### src/rtl/dd_route_pkg.sv
package dd_route_pkg;
  localparam int NUM_DIES = 2;
  localparam logic [7:0] OP_STAT_LAST = 8'h70;
  localparam logic [7:0] OP_STAT_DIE0 = 8'hF2;
  localparam logic [7:0] OP_STAT_DIE1 = 8'hF3;

  typedef enum logic [1:0] {
    SRC_NONE = 2'd0,
    SRC_DIE0 = 2'd1,
    SRC_DIE1 = 2'd2
  } stat_src_e;
endpackage

### src/rtl/dd_cmd_classify.sv
module dd_cmd_classify
  import dd_route_pkg::*;
#(
  parameter int ROW_W = 19
) (
  input  logic [7:0]       op,
  input  logic [ROW_W-1:0] row,
  output logic             is_stat_last,
  output logic             is_stat_d0,
  output logic             is_stat_d1,
  output logic             is_work,
  output logic             row_die
);
  localparam int DIE_BIT = ROW_W - 1;

  always_comb begin
    is_stat_last = (op == OP_STAT_LAST);
    is_stat_d0   = (op == OP_STAT_DIE0);
    is_stat_d1   = (op == OP_STAT_DIE1);
    is_work      = !(is_stat_last || is_stat_d0 || is_stat_d1);
    row_die      = row[DIE_BIT];
  end
endmodule

### src/rtl/dd_launch_ctrl.sv
module dd_launch_ctrl
  import dd_route_pkg::*;
(
  input  logic                clk,
  input  logic                rst_n,
  input  logic                cmd_valid,
  input  logic                is_work,
  input  logic                row_die,
  input  logic [NUM_DIES-1:0] die_busy,
  output logic [NUM_DIES-1:0] launch,
  output logic                last_die
);
  logic [NUM_DIES-1:0] launch_d;
  logic                last_d;
  logic                take;

  assign take = cmd_valid && is_work;

  always_comb begin
    last_d = last_die;
    if (take) last_d = row_die;
  end

  for (genvar g = 0; g < NUM_DIES; g++) begin : g_die
    assign launch_d[g] = take && (row_die == 1'(g)) && !die_busy[g];

    // busy die never launched
    assert_busy_block_R4: assert property (@(posedge clk) disable iff (!rst_n)
      launch[g] |-> $past(!die_busy[g] && cmd_valid))
      else $error("launch to busy die %0d", g);
  end

  always_ff @(posedge clk or negedge rst_n) begin
    if (!rst_n) begin
      launch   <= '0;
      last_die <= 1'b0;
    end else begin
      launch   <= launch_d;
      last_die <= last_d;
    end
  end

  assert_onehot_launch_R2: assert property (@(posedge clk) disable iff (!rst_n)
    $onehot0(launch)) else $error("both dies launched");

  assert_stat_no_launch_R10: assert property (@(posedge clk) disable iff (!rst_n)
    (cmd_valid && !is_work) |=> (launch == '0 && $stable(last_die)))
    else $error("status opcode launched or moved last die");
endmodule

### src/rtl/dd_status_sel.sv
module dd_status_sel
  import dd_route_pkg::*;
#(
  parameter int STAT_W = 8
) (
  input  logic              clk,
  input  logic              rst_n,
  input  logic              cmd_valid,
  input  logic              is_stat_last,
  input  logic              is_stat_d0,
  input  logic              is_stat_d1,
  input  logic              last_die,
  input  logic [STAT_W-1:0] d0_stat,
  input  logic [STAT_W-1:0] d1_stat,
  output logic [STAT_W-1:0] stat_out
);
  stat_src_e src_q, src_d;

  always_comb begin
    src_d = src_q;
    if (cmd_valid) begin
      if (is_stat_d0)        src_d = SRC_DIE0;
      else if (is_stat_d1)   src_d = SRC_DIE1;
      else if (is_stat_last) src_d = last_die ? SRC_DIE1 : SRC_DIE0;
      else                   src_d = SRC_NONE;
    end
  end

  always_ff @(posedge clk or negedge rst_n) begin
    if (!rst_n) src_q <= SRC_NONE;
    else        src_q <= src_d;
  end

  always_comb begin
    case (src_q)
      SRC_DIE0: stat_out = d0_stat;
      SRC_DIE1: stat_out = d1_stat;
      default:  stat_out = '0;
    endcase
  end

  assert_src_hold_R8: assert property (@(posedge clk) disable iff (!rst_n)
    !cmd_valid |=> $stable(src_q)) else $error("status source moved without command");

  assert_f2_select_R5: assert property (@(posedge clk) disable iff (!rst_n)
    (cmd_valid && is_stat_d0) |=> (stat_out == d0_stat)) else $error("F2 select wrong");
endmodule

### src/rtl/dd_ready_merge.sv
module dd_ready_merge
  import dd_route_pkg::*;
(
  input  logic                clk,
  input  logic                rst_n,
  input  logic [NUM_DIES-1:0] die_busy,
  output logic                rdy_n
);
  logic rdy_d;

  assign rdy_d = ~(|die_busy);

  always_ff @(posedge clk or negedge rst_n) begin
    if (!rst_n) rdy_n <= 1'b1;
    else        rdy_n <= rdy_d;
  end

  assert_any_busy_R9: assert property (@(posedge clk) disable iff (!rst_n)
    (|die_busy) |=> !rdy_n) else $error("ready shown while a die busy");
endmodule

### src/rtl/dual_die_router.sv
module dual_die_router
  import dd_route_pkg::*;
#(
  parameter int ROW_W  = 19,
  parameter int STAT_W = 8
) (
  input  logic              clk,
  input  logic              rst_n,
  input  logic              cmd_valid,
  input  logic [7:0]        cmd_op,
  input  logic [ROW_W-1:0]  cmd_row,
  input  logic [1:0]        die_busy,
  input  logic [STAT_W-1:0] die0_stat,
  input  logic [STAT_W-1:0] die1_stat,
  output logic [1:0]        die_launch,
  output logic [STAT_W-1:0] host_status,
  output logic              rdy_n_busy
);
  logic [1:0] rst_pipe;
  logic       rst_n_s;
  logic       is_last, is_d0, is_d1, is_work, row_die, last_die;

  // asynchronous assert, synchronous release
  always_ff @(posedge clk or negedge rst_n) begin
    if (!rst_n) rst_pipe <= 2'b00;
    else        rst_pipe <= {rst_pipe[0], 1'b1};
  end
  assign rst_n_s = rst_pipe[1];

  dd_cmd_classify #(.ROW_W(ROW_W)) u_cls (
    .op(cmd_op), .row(cmd_row), .is_stat_last(is_last), .is_stat_d0(is_d0),
    .is_stat_d1(is_d1), .is_work(is_work), .row_die(row_die)
  );

  dd_launch_ctrl u_launch (
    .clk(clk), .rst_n(rst_n_s), .cmd_valid(cmd_valid), .is_work(is_work),
    .row_die(row_die), .die_busy(die_busy), .launch(die_launch), .last_die(last_die)
  );

  dd_status_sel #(.STAT_W(STAT_W)) u_stat (
    .clk(clk), .rst_n(rst_n_s), .cmd_valid(cmd_valid), .is_stat_last(is_last),
    .is_stat_d0(is_d0), .is_stat_d1(is_d1), .last_die(last_die),
    .d0_stat(die0_stat), .d1_stat(die1_stat), .stat_out(host_status)
  );

  dd_ready_merge u_rdy (
    .clk(clk), .rst_n(rst_n_s), .die_busy(die_busy), .rdy_n(rdy_n_busy)
  );
endmodule

### config.mk
export PLATFORM = sky130hd
export DESIGN_NAME = dual_die_router
export DESIGN_NICKNAME = d
export VERILOG_FILES = /design/src/rtl/dd_route_pkg.sv /design/src/rtl/dd_cmd_classify.sv /design/src/rtl/dd_launch_ctrl.sv /design/src/rtl/dd_status_sel.sv /design/src/rtl/dd_ready_merge.sv /design/src/rtl/dual_die_router.sv
export SDC_FILE = /design/constraint.sdc
export NUM_CORES = 1
export LEC_CHECK = 0
export ABC_AREA = 1
export BUFFER_PORTS_ARGS = -buffer_cell sky130_fd_sc_hd__buf_2
export CAP_MARGIN = 15
export CORE_UTILIZATION = 35
export DETAILED_ROUTE_END_ITERATION = 12
export GPL_TIMING_DRIVEN = 0
export PLACE_DENSITY = 0.78
export SYNTH_ARGS = -nofsm -noshare
export SYNTH_HDL_FRONTEND = slang
export SYNTH_HIERARCHICAL = 1
export SYNTH_SLANG_ARGS = --single-unit
### constraint.sdc
create_clock -name clk -period 1.3 [get_ports clk]
set_input_delay 0.195 -clock clk [delete_from_list [all_inputs] [get_ports clk]]
set_output_delay 0.195 -clock clk [all_outputs]
set_load 0.05 [all_outputs]
Yosys cells after proc, flatten, opt, wreduce, memory -nomap -nowiden
Index checks and enable logic that the tools add are counted.
{"block": "op_classes", "mux": 5, "eq_ne": 5, "bitwise_logic": 2, "n_reduce_logical": 11}
{"cell": "8-bit equality test (second input constant)", "count": 2}
{"cell": "8-bit case mux with 2 select lines", "count": 1}
{"cell": "8-bit by 7-bit equality test with 1-bit output (second input constant)", "count": 1}
{"cell": "2-bit two-way mux", "count": 4}
{"cell": "1-bit logical AND", "count": 5}
{"cell": "1-bit zero test", "count": 3}
{"cell": "2-bit by 1-bit equality test with 1-bit output (second input constant)", "count": 1}
{"cell": "2-bit equality test (second input constant)", "count": 1}
{"cell": "1-bit logical OR", "count": 2}
{"cell": "1-bit NOT", "count": 2}
{"cell": "2-bit OR reduction", "count": 1}
{"block": "word_totals", "elab_cells": 28, "in_bits": 48, "out_inout_bits": 11, "ff_bits": 8}

Logic depth before layout (Yosys ltp)
Gate-level depths: netlist of the first run.
{"block": "logic_depth", "ltp_word": 7, "depth_mapped": 9, "ltp_nobuf": 9}

Modules after synthesis
Netlist of the first run, hierarchy kept.
{"module": "dd_status_sel", "cells_per_inst": 44, "area_each_um2": 291.5, "n_inst": 1, "seq_area_each_um2": 50.0}
{"module": "dd_cmd_classify", "cells_per_inst": 27, "area_each_um2": 132.6, "n_inst": 1, "seq_area_each_um2": 0.0}
{"module": "dd_launch_ctrl", "cells_per_inst": 12, "area_each_um2": 110.1, "n_inst": 1, "seq_area_each_um2": 75.1}
{"module": "dual_die_router", "cells_per_inst": 3, "area_each_um2": 53.8, "n_inst": 1, "seq_area_each_um2": 50.0}
{"module": "dd_ready_merge", "cells_per_inst": 2, "area_each_um2": 30.0, "n_inst": 1, "seq_area_each_um2": 26.3}

Worst setup path before layout of the first run
Ideal clock, no wire load.
{"block": "synth_timing", "kind": "reg2out", "from": "register u_stat.src_q[0]", "to": "output host_status[0]", "t_required_ns": 1.105, "path_buffers": 1, "slack_ns": -0.193, "t_arrival_ns": 1.298, "stages_incl_launch_ff": 5, "path_cell_list": "dfrtp_1 > inv_1 > ha_1 > buf_2 > a21oi_2"}
{"block": "synth_via", "elab_chain_cells": 2, "word_cells_on_any_way": 3, "cone_classes": "eq/ne: 2; mux: 1"}
{"item": "from (decl)", "line_no": "dd_status_sel.sv:17", "rtl": "stat_src_e src_q, src_d;"}
{"item": "from (signal assigned)", "line_no": "dd_status_sel.sv:31", "rtl": "else src_q <= src_d;"}
{"item": "2-bit equality test / 2-bit by 1-bit equality test with 1-bit output (equally long branches)", "line_no": "dd_status_sel.sv:35", "rtl": "case (src_q)"}
{"item": "8-bit case mux with 2 select lines (*)", "line_no": "dd_status_sel.sv:35"}
{"item": "to (decl)", "line_no": "dual_die_router.sv:16", "rtl": "output logic [STAT_W-1:0] host_status,"}
Every way passes the cells marked *; elsewhere a longest branch is shown, timed or not.

Final worst setup path of the first run
{"block": "layout_timing", "from": "register u_stat.src_q[1]", "to": "output host_status[1]"}
The elaborated chain is that of the path after synthesis.

==> summary.md, run 1 <==
| Metric | Value |
|---|---|
| Placed cell area | 916 um2 |
| PortBufs | 39 |
| Top cell type's share of synthesized area | 0.283 |
| CP arrival | 1.40 ns |
| Post-synth ARST share | 1.00 |
| Max VDD drop | 546 uV |
| Total grt overflow | 0 |
| Synthesized area per cell | 7.02 um2 |
| Initial antenna violation count | 0 |
| Synth Warn # | 6 |
| Comb pwr share | 0.335 |
| Most frequent cells in the layout | 31 x buf_2, 15 x nand2_1, 14 x nand2_2, 11 x inv_1 |
| Synth Flop Type | dfrtp_1 |
| ANT cells | 0 |
| Most common cell after layout, fill and taps aside | buf_2 |
| Vias in the first global route | 645 |
| M1 WL | 605 um |
| Final worst slack | -0.298 ns |
| DR WL/cell | 10.4 um |
| Setup-failing EPs final | 8 |
| PwrDens | 672 mW/mm2 |
| Clock-pin slew on the worst setup and hold paths | 0.06 ns |
| Die Y | 44.0 um |
| FMAX | 0.626 GHz |
| Clk root buf | clkbuf_4 |
| Synth top area cells | dfrtp_1 28%, nand2_1 16%, a21oi_2 11%, inv_1 7.9%, nand2_2 5.1% |
| Number of fill cells | 152 |
| Area of the multi-input gates | 463 um2 |
| Mapped Nets | 138 |
| Final period util | 1.23 |
| Final WL | 1550 um |
| Sw Ratio | 0.329 |
| Hold Crit Class | input port to flop |
| CTS sink cnt | 8 |
| Gr usage total | 0.161 |
| Worst Skew | 0.0100 ns |
| Status | finished, violations left |
| Power Internal | 482 uW |
| Initial Util | 0.392 |
| Die extent in x | 44.0 um |
| Layout area overhead | 72.9% |
| CP endpoint kind | output pin |
| Nets@finish | 184 |
| Register area | 201 um2 |
| Synth unique cells | 21 |
| Min cycle time layout | 1.60 ns |
| Io pins | 59 |
| Std cell rows | 14 |
| Post-route cell area | 0.00107 mm2 |
| Setup crit start kind | flop |
| EDFF count, synth | 0 |
| Post-route ant nets | 0 |
| Worst hold slack | 0.0710 ns |
| CP max FO | 8 |
| Final hold viol count | 0 |
| Lkg Pwr | 0.000527 uW |
| First-pass GRT wire length | 2380 um |
| Synth Cell Area | 618 um2 |
| RSZ-0062 raised after global routing | true |
| WP data required | 1.11 ns |
| Clk network pwr share | 0.283 |
| Slew Limit Fails | 0 |
| Die Area | 0.00194 mm2 |
| CTS Buf Count | 3 |
| WL met3 | 102 um |
| Dominant cell type by area after synthesis | dfrtp_1 |
| Largest net degree at the start of global routing | 9 |
| Tot Pwr | 718 uW |
| Top sig layer | met4 |
| CTS tree | built |
| DR iter-0 viols | 14 |
| H-tree depth | 1 |
| Failing checks | DRC, setup timing |
| Dpl ws | -0.150 ns |
| Sequential area share after synthesis | 0.326 |
| Reg2reg setup slack | 0.39 ns |
| Sequential power share | 0.381 |
| Core Region | 0.00158 mm2 |
| Final HPWL DP | 1140 um |
| Clk_lat worst skew | 0.26 ns |
| Routability cong. | 0.718 |
| Syn Inst Count | 88 |
| Routed wl met2 | 836 um |
| 1st-pass router iterations | 10 |
| Residual DRC | 1 |
| Yosys reg bits | 8 |
| Max Root-Sink Buffers | 2 |
| Share of layout cells above drive strength 1 | 0.624 |
| CP Class | flop to output pin |
| Max-Cap Viols | 0 |
| Vias | 687 |
| Routed vias/inst | 4.61 |
| Sw power | 237 uW |
[final timing paths]
| path | start | to | cells after the start |
|---|---|---|---|
| max in group asynchronous | rst_pipe[1]$_DFF_PN0_ | u_rdy/rdy_n$_DFF_PN1_ | 0 |
| setup / recovery | u_stat/src_q[1]$_DFFE_PN0P_ | host_status[1] | 6 |
| setup reg to reg | u_stat/src_q[1]$_DFFE_PN0P_ | u_stat/src_q[1]$_DFFE_PN0P_ | 4 |
| hold / removal | die_busy[0] | u_rdy/rdy_n$_DFF_PN1_ | 2 |
| hold reg to reg | rst_pipe[1]$_DFF_PN0_ | u_stat/src_q[1]$_DFFE_PN0P_ | 0 |
| min in group asynchronous | rst_pipe[1]$_DFF_PN0_ | u_stat/src_q[1]$_DFFE_PN0P_ | 0 |
[what timing repair did]
item	4_1_cts	5_1_grt
hold buffers	1	0
endpoints found under the hold margin	2	0
buffers inserted	1	2
resized for setup	18	19
pin swaps	0	1
setup endpoints to repair	8	8
[cells by family after synthesis]
| logic type | synth area share |
|---|---|
| compound gates | 0.130 |
| fa+ha+maj | 0.0405 |
| buf+inv | 0.136 |
| flops | 0.326 |
| other cells | 0.00607 |
| simple gates | 0.362 |
[Yosys cell counts (2+ instances only)]
library cell,instances
nand2_1,27
inv_1,13
a21oi_2,8
nor2_1,8
dfrtp_1,7
nand2_2,5
nor2_2,3
buf_4,2
ha_1,2
nand3_1,2
[through the flow]
step           utilization  std cells  setup TNS [ns]
2_1_floorplan            -         88          -0.239
3_3_place_gp         0.581        143          -0.863
3_5_place_dp         0.581        143           -1.07
4_1_cts              0.642        149           -2.59
5_1_grt              0.678        149           -2.84
6_report             0.678        149           -2.30
[per-layer routing]
layer | GRT usage | up-vias
li1 | - | 352
met1 | 0.174 | 302
met2 | 0.309 | 31
met3 | 0.0286 | 2
met4 | 0.0545 | 0
met5 | 0 | -
[state kept, by name, indices dropped and copies added, names as in the netlist]
signal / cells
rst_pipe: 2
u_launch/launch: 2
u_stat/src_q: 2
u_launch/last_die: 1
u_rdy/rdy_n: 1
[worst max-delay path: stages, from the launching register on]
cell and delay (ns):
dfrtp_1 0.42, inv_2 0.10, ha_4 0.14, buf_12 0.13
nand2_4 0.05, a21oi_4 0.14, buf_6 0.17
[cell type report]
cell class | count | area share
clock buffers | 4 | 0.0246
flip-flops and latches | 8 | 0.189
repair buffers | 43 | 0.260
multi-input cells | 62 | 0.433
inverters | 14 | 0.0492
well taps | 16 | 0.0187
plain buffers | 2 | 0.0258
[power by group through the flow]
stage / Combinational, uW / Clock [uW] / Sequential, uW
finish: 241 / 204 / 274
global route: 259 / 229 / 276
CTS: 222 / 214 / 273
detailed placement: 206 / 0 / 277
global placement: 200 / 0 / 276
floorplan: 122 / 0 / 289
Note: power is estimated with default switching activity, not from simulation.
==> run 2, diff against run 1 <==
--- a/config.mk
+++ b/config.mk
@@ -5,13 +5,13 @@
 export SDC_FILE = /design/constraint.sdc
 export NUM_CORES = 1
 export LEC_CHECK = 0
-export ABC_AREA = 1
+export ABC_AREA = 0
 export BUFFER_PORTS_ARGS = -buffer_cell sky130_fd_sc_hd__buf_2
 export CAP_MARGIN = 15
-export CORE_UTILIZATION = 35
+export CORE_UTILIZATION = 33
 export DETAILED_ROUTE_END_ITERATION = 12
 export GPL_TIMING_DRIVEN = 0
-export PLACE_DENSITY = 0.78
+export PLACE_DENSITY = 0.81
 export SYNTH_ARGS = -nofsm -noshare
 export SYNTH_HDL_FRONTEND = slang
 export SYNTH_HIERARCHICAL = 1
==> run 2 against run 1 <==
Effect of this change:
- critical endpoint is now host_status[0]
- largest power group unchanged
- the run ends with setup timing left
- setup slack gained 0.057 ns
- synthesized cell count shrank 41%
- die area shrank 8.8%
- highest routed layer unchanged
==> summary.md, run 2 <==
| Metric | Value |
|---|---|
| Status | finished, violations left |
| Failing checks | setup timing |
| Clk root buf | clkbuf_4 |
| Dominant cell type by area after synthesis | dfrtp_1 |
| Worst Skew | 0.0115 ns |
| Core Region | 0.00151 mm2 |
| Io pins | 59 |
| CP startpoint | u_stat/src_q[0]$_DFFE_PN0P_ |
| Synth top area cells | dfrtp_1 33%, a22oi_2 19%, nor2_1 6.4%, dfstp_2 5.0%, ha_1 4.7% |
| Max-Cap Viols | 0 |
| Initial Util | 0.351 |
| FMAX | 0.649 GHz |
| Top cell type's share of synthesized area | 0.331 |
| Routed vias/inst | 4.96 |
| Synth cell count leaders | 9 x nor2_1, 8 x a22oi_2, 7 x dfrtp_1 |
| Slew Limit Fails | 0 |
| Power Internal | 479 uW |
| Min cycle time layout | 1.54 ns |
| Largest net degree at the start of global routing | 9 |
| Final WL | 1290 um |
| DR WL/cell | 11.6 um |
| CP arrival | 1.35 ns |
| Final period util | 1.18 |
| Count leader, synth | nor2_1 |
| WP data required | 1.11 ns |
| Sequential power share | 0.395 |
| Final hold viol count | 0 |
| Critical-path cell list | inv_2, ha_4, a22oi_2, nor2_4, buf_6 |
| CP max FO | 8 |
| Setup-failing EPs final | 8 |
| Final HPWL DP | 1040 um |
| Most common cell after layout, fill and taps aside | buf_2 |
| Sequential area share after synthesis | 0.381 |
| R2R depth | 2 |
| Synth Flop Type | dfrtp_1 |
| Post-synth ARST share | 1.00 |
| Synth Cell Area | 529 um2 |
| Synthesized area per cell | 10.2 um2 |
| ANT cells | 0 |
| Clock-pin slew on the worst setup and hold paths | 0.06 ns |
| Die Area | 0.00177 mm2 |
| Delay-heaviest family, CP | flip-flops |
| Nets@finish | 146 |
| Largest registers | rst_pipe x2, u_launch/launch x2, u_stat/src_q x2 |
| Gr usage total | 0.170 |
| 1st-pass router iterations | 4 |
| Setup crit start kind | flop |
| Residual DRC | 0 |
| Max Root-Sink Buffers | 2 |
| Share of layout cells above drive strength 1 | 0.747 |
| Hold Crit Class | input port to flop |
| Sw Ratio | 0.311 |
| Synth unique cells | 25 |
| Crit path buf inv count | 2 |
| Max VDD drop | 504 uV |
| Mapped Nets | 102 |
| Layout area overhead | 72.6% |
| CTS tree | built |
| Yosys reg bits | 8 |
| Sw power | 216 uW |
| Clk network pwr share | 0.286 |
| PortBufs | 39 |
| Die Y | 42.0 um |
| Vias | 551 |
| CP endpoint kind | output pin |
| Post-route ant nets | 0 |
| Total grt overflow | 0 |
| CTS sink cnt | 8 |
| Final worst slack | -0.240 ns |
| Levels on crit path | 5 |
| Std cell rows | 14 |
| H-tree depth | 1 |
| Syn Inst Count | 52 |
| CP Capture Point | host_status[0] |
| Worst R2R Start | u_stat/src_q[0]$_DFFE_PN0P_ |
| Vias in the first global route | 557 |
| Synth Warn # | 6 |
| RSZ-0062 raised after global routing | true |
| CP Class | flop to output pin |
| Number of fill cells | 133 |
| Initial antenna violation count | 0 |
| Most frequent cells in the layout | 31 x buf_2, 8 x a22oi_2, 8 x nor2_4, 6 x buf_6, 6 x dfrtp_1 |
| Worst hold slack | 0.0768 ns |
| Comb pwr share | 0.318 |
| Routability cong. | 0.676 |
| PwrDens | 762 mW/mm2 |
| Fin util | 0.606 |
| Critical Path Slowest Stage Cell | dfrtp_2 |
| Lkg Pwr | 0.000398 uW |
| Critical Path Max Stage Delay | 0.40 ns |
| CTS Buf Count | 3 |
| Clk_lat worst skew | 0.25 ns |
| Die extent in x | 42.0 um |
| DR iter-0 viols | 5 |
| Reg2reg setup slack | 0.40 ns |
| First-pass GRT wire length | 2300 um |
| EDFF count, synth | 0 |
| Reg2reg end | u_stat/src_q[0]$_DFFE_PN0P_ |
run 2: cell types whose count changed after synthesis, moves of 2 or more:
cell	before	now
inv_1	13	2
nor3_1	1	3
nand2_2	5	1
a22oi_2	0	8
nor2_2	3	0
nand2_1	27	1
a21oi_2	8	0
run 2: through the flow:
step	cell area [um2]	instances	setup TNS, ns	setup WS, ns	total power [uW]
2_1_floorplan	601	52	-0.0279	-0.0279	410
3_3_place_gp	816	107	-0.763	-0.155	476
3_5_place_dp	816	107	-1.06	-0.187	483
4_1_cts	925	112	-2.21	-0.286	715
5_1_grt	913	111	-2.37	-0.319	739
6_report	913	111	-1.84	-0.240	696
run 2: area by class of cell:
type	instances	area (um2)	area share
Clock buffer	4	26.3	0.0288
Inverter	2	7.51	0.00822
Multi-Input combinational cell	38	372	0.407
Buffer	1	7.51	0.00822
Timing Repair Buffer	42	278	0.304
Sequential cell	8	203	0.222
Tap cell	16	20.0	0.0219
run 2: power groups by stage:
| stage | clock network (uW) | registers (uW) | logic (uW) |
|---|---|---|---|
| after CTS | 211 | 275 | 229 |
| after global routing | 225 | 278 | 237 |
| final | 199 | 275 | 221 |
| after global placement | 0 | 277 | 199 |
| after floorplan | 0 | 290 | 120 |
| after detailed placement | 0 | 278 | 205 |
run 2: cells by family after synthesis:
family          Yosys count  share of synthesized area
simple gates             22                      0.215
flops                     8                      0.381
compound gates           12                      0.244
buf+inv                   6                     0.0780
fa+ha+maj                 2                     0.0473
mux                       1                     0.0284
other cells               1                    0.00709
run 2: layer usage:
metal / routed length (um) / share of wire / global-route usage
met2: 705 / 0.55 / 0.328
met5: 0 / 0 / 0
met1: 442 / 0.34 / 0.183
met4: 5 / 0.0039 / 0.0750
met3: 134 / 0.10 / 0.0216
run 2: how the worst min path moves through the flow:
stage,start,to,depth (start not counted)
6_report,die_busy[0],u_rdy/rdy_n$_DFF_PN1_,2
5_1_grt,die_busy[0],u_rdy/rdy_n$_DFF_PN1_,2
4_1_cts,die_busy[0],u_rdy/rdy_n$_DFF_PN1_,2
3_5_place_dp,rst_n,rst_pipe[1]$_DFF_PN0_,1
3_3_place_gp,rst_n,rst_pipe[1]$_DFF_PN0_,1
2_1_floorplan,rst_n,rst_pipe[0]$_DFF_PN0_,0
run 2: timing repair:
item                                    4_1_cts  5_1_grt
hold endpoints to repair                      2        0
gates resized for setup                      23        3
buffers inserted                              2        0
endpoints found under the setup margin        8        8
hold buffers                                  1        0
pin swaps                                    15        9
==> run 3, diff against run 2 <==
--- a/config.mk
+++ b/config.mk
@@ -6,7 +6,7 @@
 export NUM_CORES = 1
 export LEC_CHECK = 0
 export ABC_AREA = 0
-export BUFFER_PORTS_ARGS = -buffer_cell sky130_fd_sc_hd__buf_2
+export BUFFER_PORTS_ARGS = -buffer_cell sky130_fd_sc_hd__buf_4
 export CAP_MARGIN = 15
 export CORE_UTILIZATION = 33
 export DETAILED_ROUTE_END_ITERATION = 12
==> run 3 against run 2 <==
Effect of this change:
- the run still ends with setup timing left
- final area rose by 8.4%
- non-clock buffer count did not move
- hold slack worse by 0.0072 ns
- critical path type unchanged
- largest power group unchanged
- highest routed layer unchanged
==> summary.md, run 3 (same netlist as run 2, synthesis figures left out) <==
| Metric | Value |
|---|---|
| Status | finished, violations left |
| Failing checks | setup timing |
| First-pass GRT wire length | 2230 um |
| CP Class | flop to output pin |
| Worst Skew | 0.0133 ns |
| Gr usage total | 0.164 |
| Most common cell after layout, fill and taps aside | buf_4 |
| Number of fill cells | 134 |
| PortBufs | 39 |
| Max Root-Sink Buffers | 2 |
| Die Area | 0.00177 mm2 |
| Slew Limit Fails | 0 |
| RSZ-0062 raised after global routing | true |
| Reg2reg end | u_stat/src_q[0]$_DFFE_PN0P_ |
| PwrDens | 731 mW/mm2 |
| Min cycle time layout | 1.60 ns |
| Most frequent cells in the layout | 33 x buf_4, 8 x buf_6, 8 x a22oi_2, 8 x nor2_4, 7 x dfrtp_1 |
| R2R depth | 2 |
| Worst hold start | die_busy[0] |
| CTS Buf Count | 3 |
| DR WL/cell | 11.5 um |
| 1st-pass router iterations | 4 |
| Hold Crit Class | input port to flop |
| H-tree depth | 1 |
| Std cell rows | 14 |
| CP max FO | 8 |
| Die Y | 42.0 um |
| Largest net degree at the start of global routing | 9 |
| Core Region | 0.00151 mm2 |
| Initial antenna violation count | 0 |
| Setup TNS | -2.33 ns |
| Lkg Pwr | 0.000426 uW |
| Post-route ant nets | 0 |
| Vias in the first global route | 540 |
| Routability cong. | 0.667 |
| Delay-heaviest family, CP | flip-flops |
| CTS sink cnt | 8 |
| Reg2reg setup slack | 0.41 ns |
| Worst R2R Start | u_stat/src_q[0]$_DFFE_PN0P_ |
| Area of the multi-input gates | 372 um2 |
| CTS tree | built |
| ANT cells | 0 |
| Max VDD drop | 562 uV |
| Max-Cap Viols | 0 |
| Hold EP | u_rdy/rdy_n$_DFF_PN1_ |
| Critical Path Slowest Stage Cell | dfrtp_1 |
| Crit path buf inv count | 2 |
| Worst Hold Path Cells | 2 |
| Critical Path Max Stage Delay | 0.40 ns |
| Vias | 568 |
| Nets@finish | 146 |
| CP most frequent cell | buf_6 |
| Met3 Usage GRT | 0.0647 |
| WP data required | 1.11 ns |
| CP endpoint kind | output pin |
| Routed vias/inst | 5.12 |
| Final hold viol count | 0 |
| Setup crit start kind | flop |
| Final period util | 1.23 |
| GRT Max-Usage Layer | met2 |
| DR iter-0 viols | 6 |
| Total grt overflow | 0 |
| Die extent in x | 42.0 um |
| Clk root buf | clkbuf_4 |
| Io pins | 59 |
| Critical-path cell list | buf_6, ha_4, a22oi_2, nor2_4, buf_6 |
| Final HPWL DP | 1050 um |
| Setup-failing EPs final | 8 |
| Initial Util | 0.351 |
| Final worst slack | -0.298 ns |
| Layout area overhead | 87.0% |
| Final WL | 1280 um |
| Dpl ws | -0.168 ns |
| M1 GR Usage | 0.174 |
| Share of layout cells above drive strength 1 | 0.737 |
| FMAX | 0.626 GHz |
| Clk_lat worst skew | 0.26 ns |
| Residual DRC | 0 |
| Global-route met2 utilization | 0.303 |
| CP arrival | 1.40 ns |
| Clock-pin slew on the worst setup and hold paths | 0.06 ns |
| Register area | 201 um2 |
| Largest registers | rst_pipe x2, u_launch/launch x2, u_stat/src_q x2 |
[run 3: cell counts in the layout (fill, tap and decap cells not counted)]
Identical to the previous run, type by type.
[run 3: repair_timing]
action	in CTS	in global routing
pin swaps	14	8
endpoints found under the hold margin	2	0
endpoints found under the setup margin	8	8
hold buffers	1	0
gates resized for setup	12	4
setup buffers	1	1
[run 3: through the flow]
step                      power, uW  hold WS (ns)   util  area, um2  cells
after floorplan                 410        -0.101      -        601     52
after global placement          508       -0.0216  0.606        913    107
after detailed placement        513       -0.0148  0.606        913    107
after CTS                       726        0.0630  0.650        980    111
after global routing            761        0.0586  0.657        990    111
final                           724        0.0696  0.657        990    111
[run 3: where the power goes]
group / total, uW / internal, uW / switching, uW
logic: 245 / 123 / 122
clock network: 204 / 118 / 86.8
registers: 275 / 263 / 11.6
[run 3: worst max path at each step]
| stage | endpoint | start | cells after the start |
|---|---|---|---|
| CTS | host_status[3] | u_stat/src_q[1]$_DFFE_PN0P_ | 6 |
| detailed placement | u_launch/last_die$_DFFE_PN0P_ | cmd_op[0] | 5 |
| global route | host_status[2] | u_stat/src_q[1]$_DFFE_PN0P_ | 5 |
| floorplan | u_launch/last_die$_DFFE_PN0P_ | cmd_op[0] | 4 |
| finish | host_status[4] | u_stat/src_q[1]$_DFFE_PN0P_ | 5 |
| global placement | u_launch/last_die$_DFFE_PN0P_ | cmd_op[0] | 5 |
[run 3: area by class of cell]
cell class,count,share of cell area
Inverter,2,0.00759
Timing Repair Buffer,42,0.359
Tap cell,16,0.0202
Clock buffer,4,0.0265
Buffer,1,0.00759
Sequential cell,8,0.204
Multi-Input combinational cell,38,0.375
[run 3: routing by layer]
layer,share of wire,vias up
li1,-,269
met1,0.35,255
met2,0.51,41
met3,0.14,3
met4,0.0078,0
met5,0,-
[run 3: worst reg2reg max path, stage by stage (launching register included)]
cell     delay, ns
dfrtp_1       0.43
buf_4         0.15
o22a_1        0.20
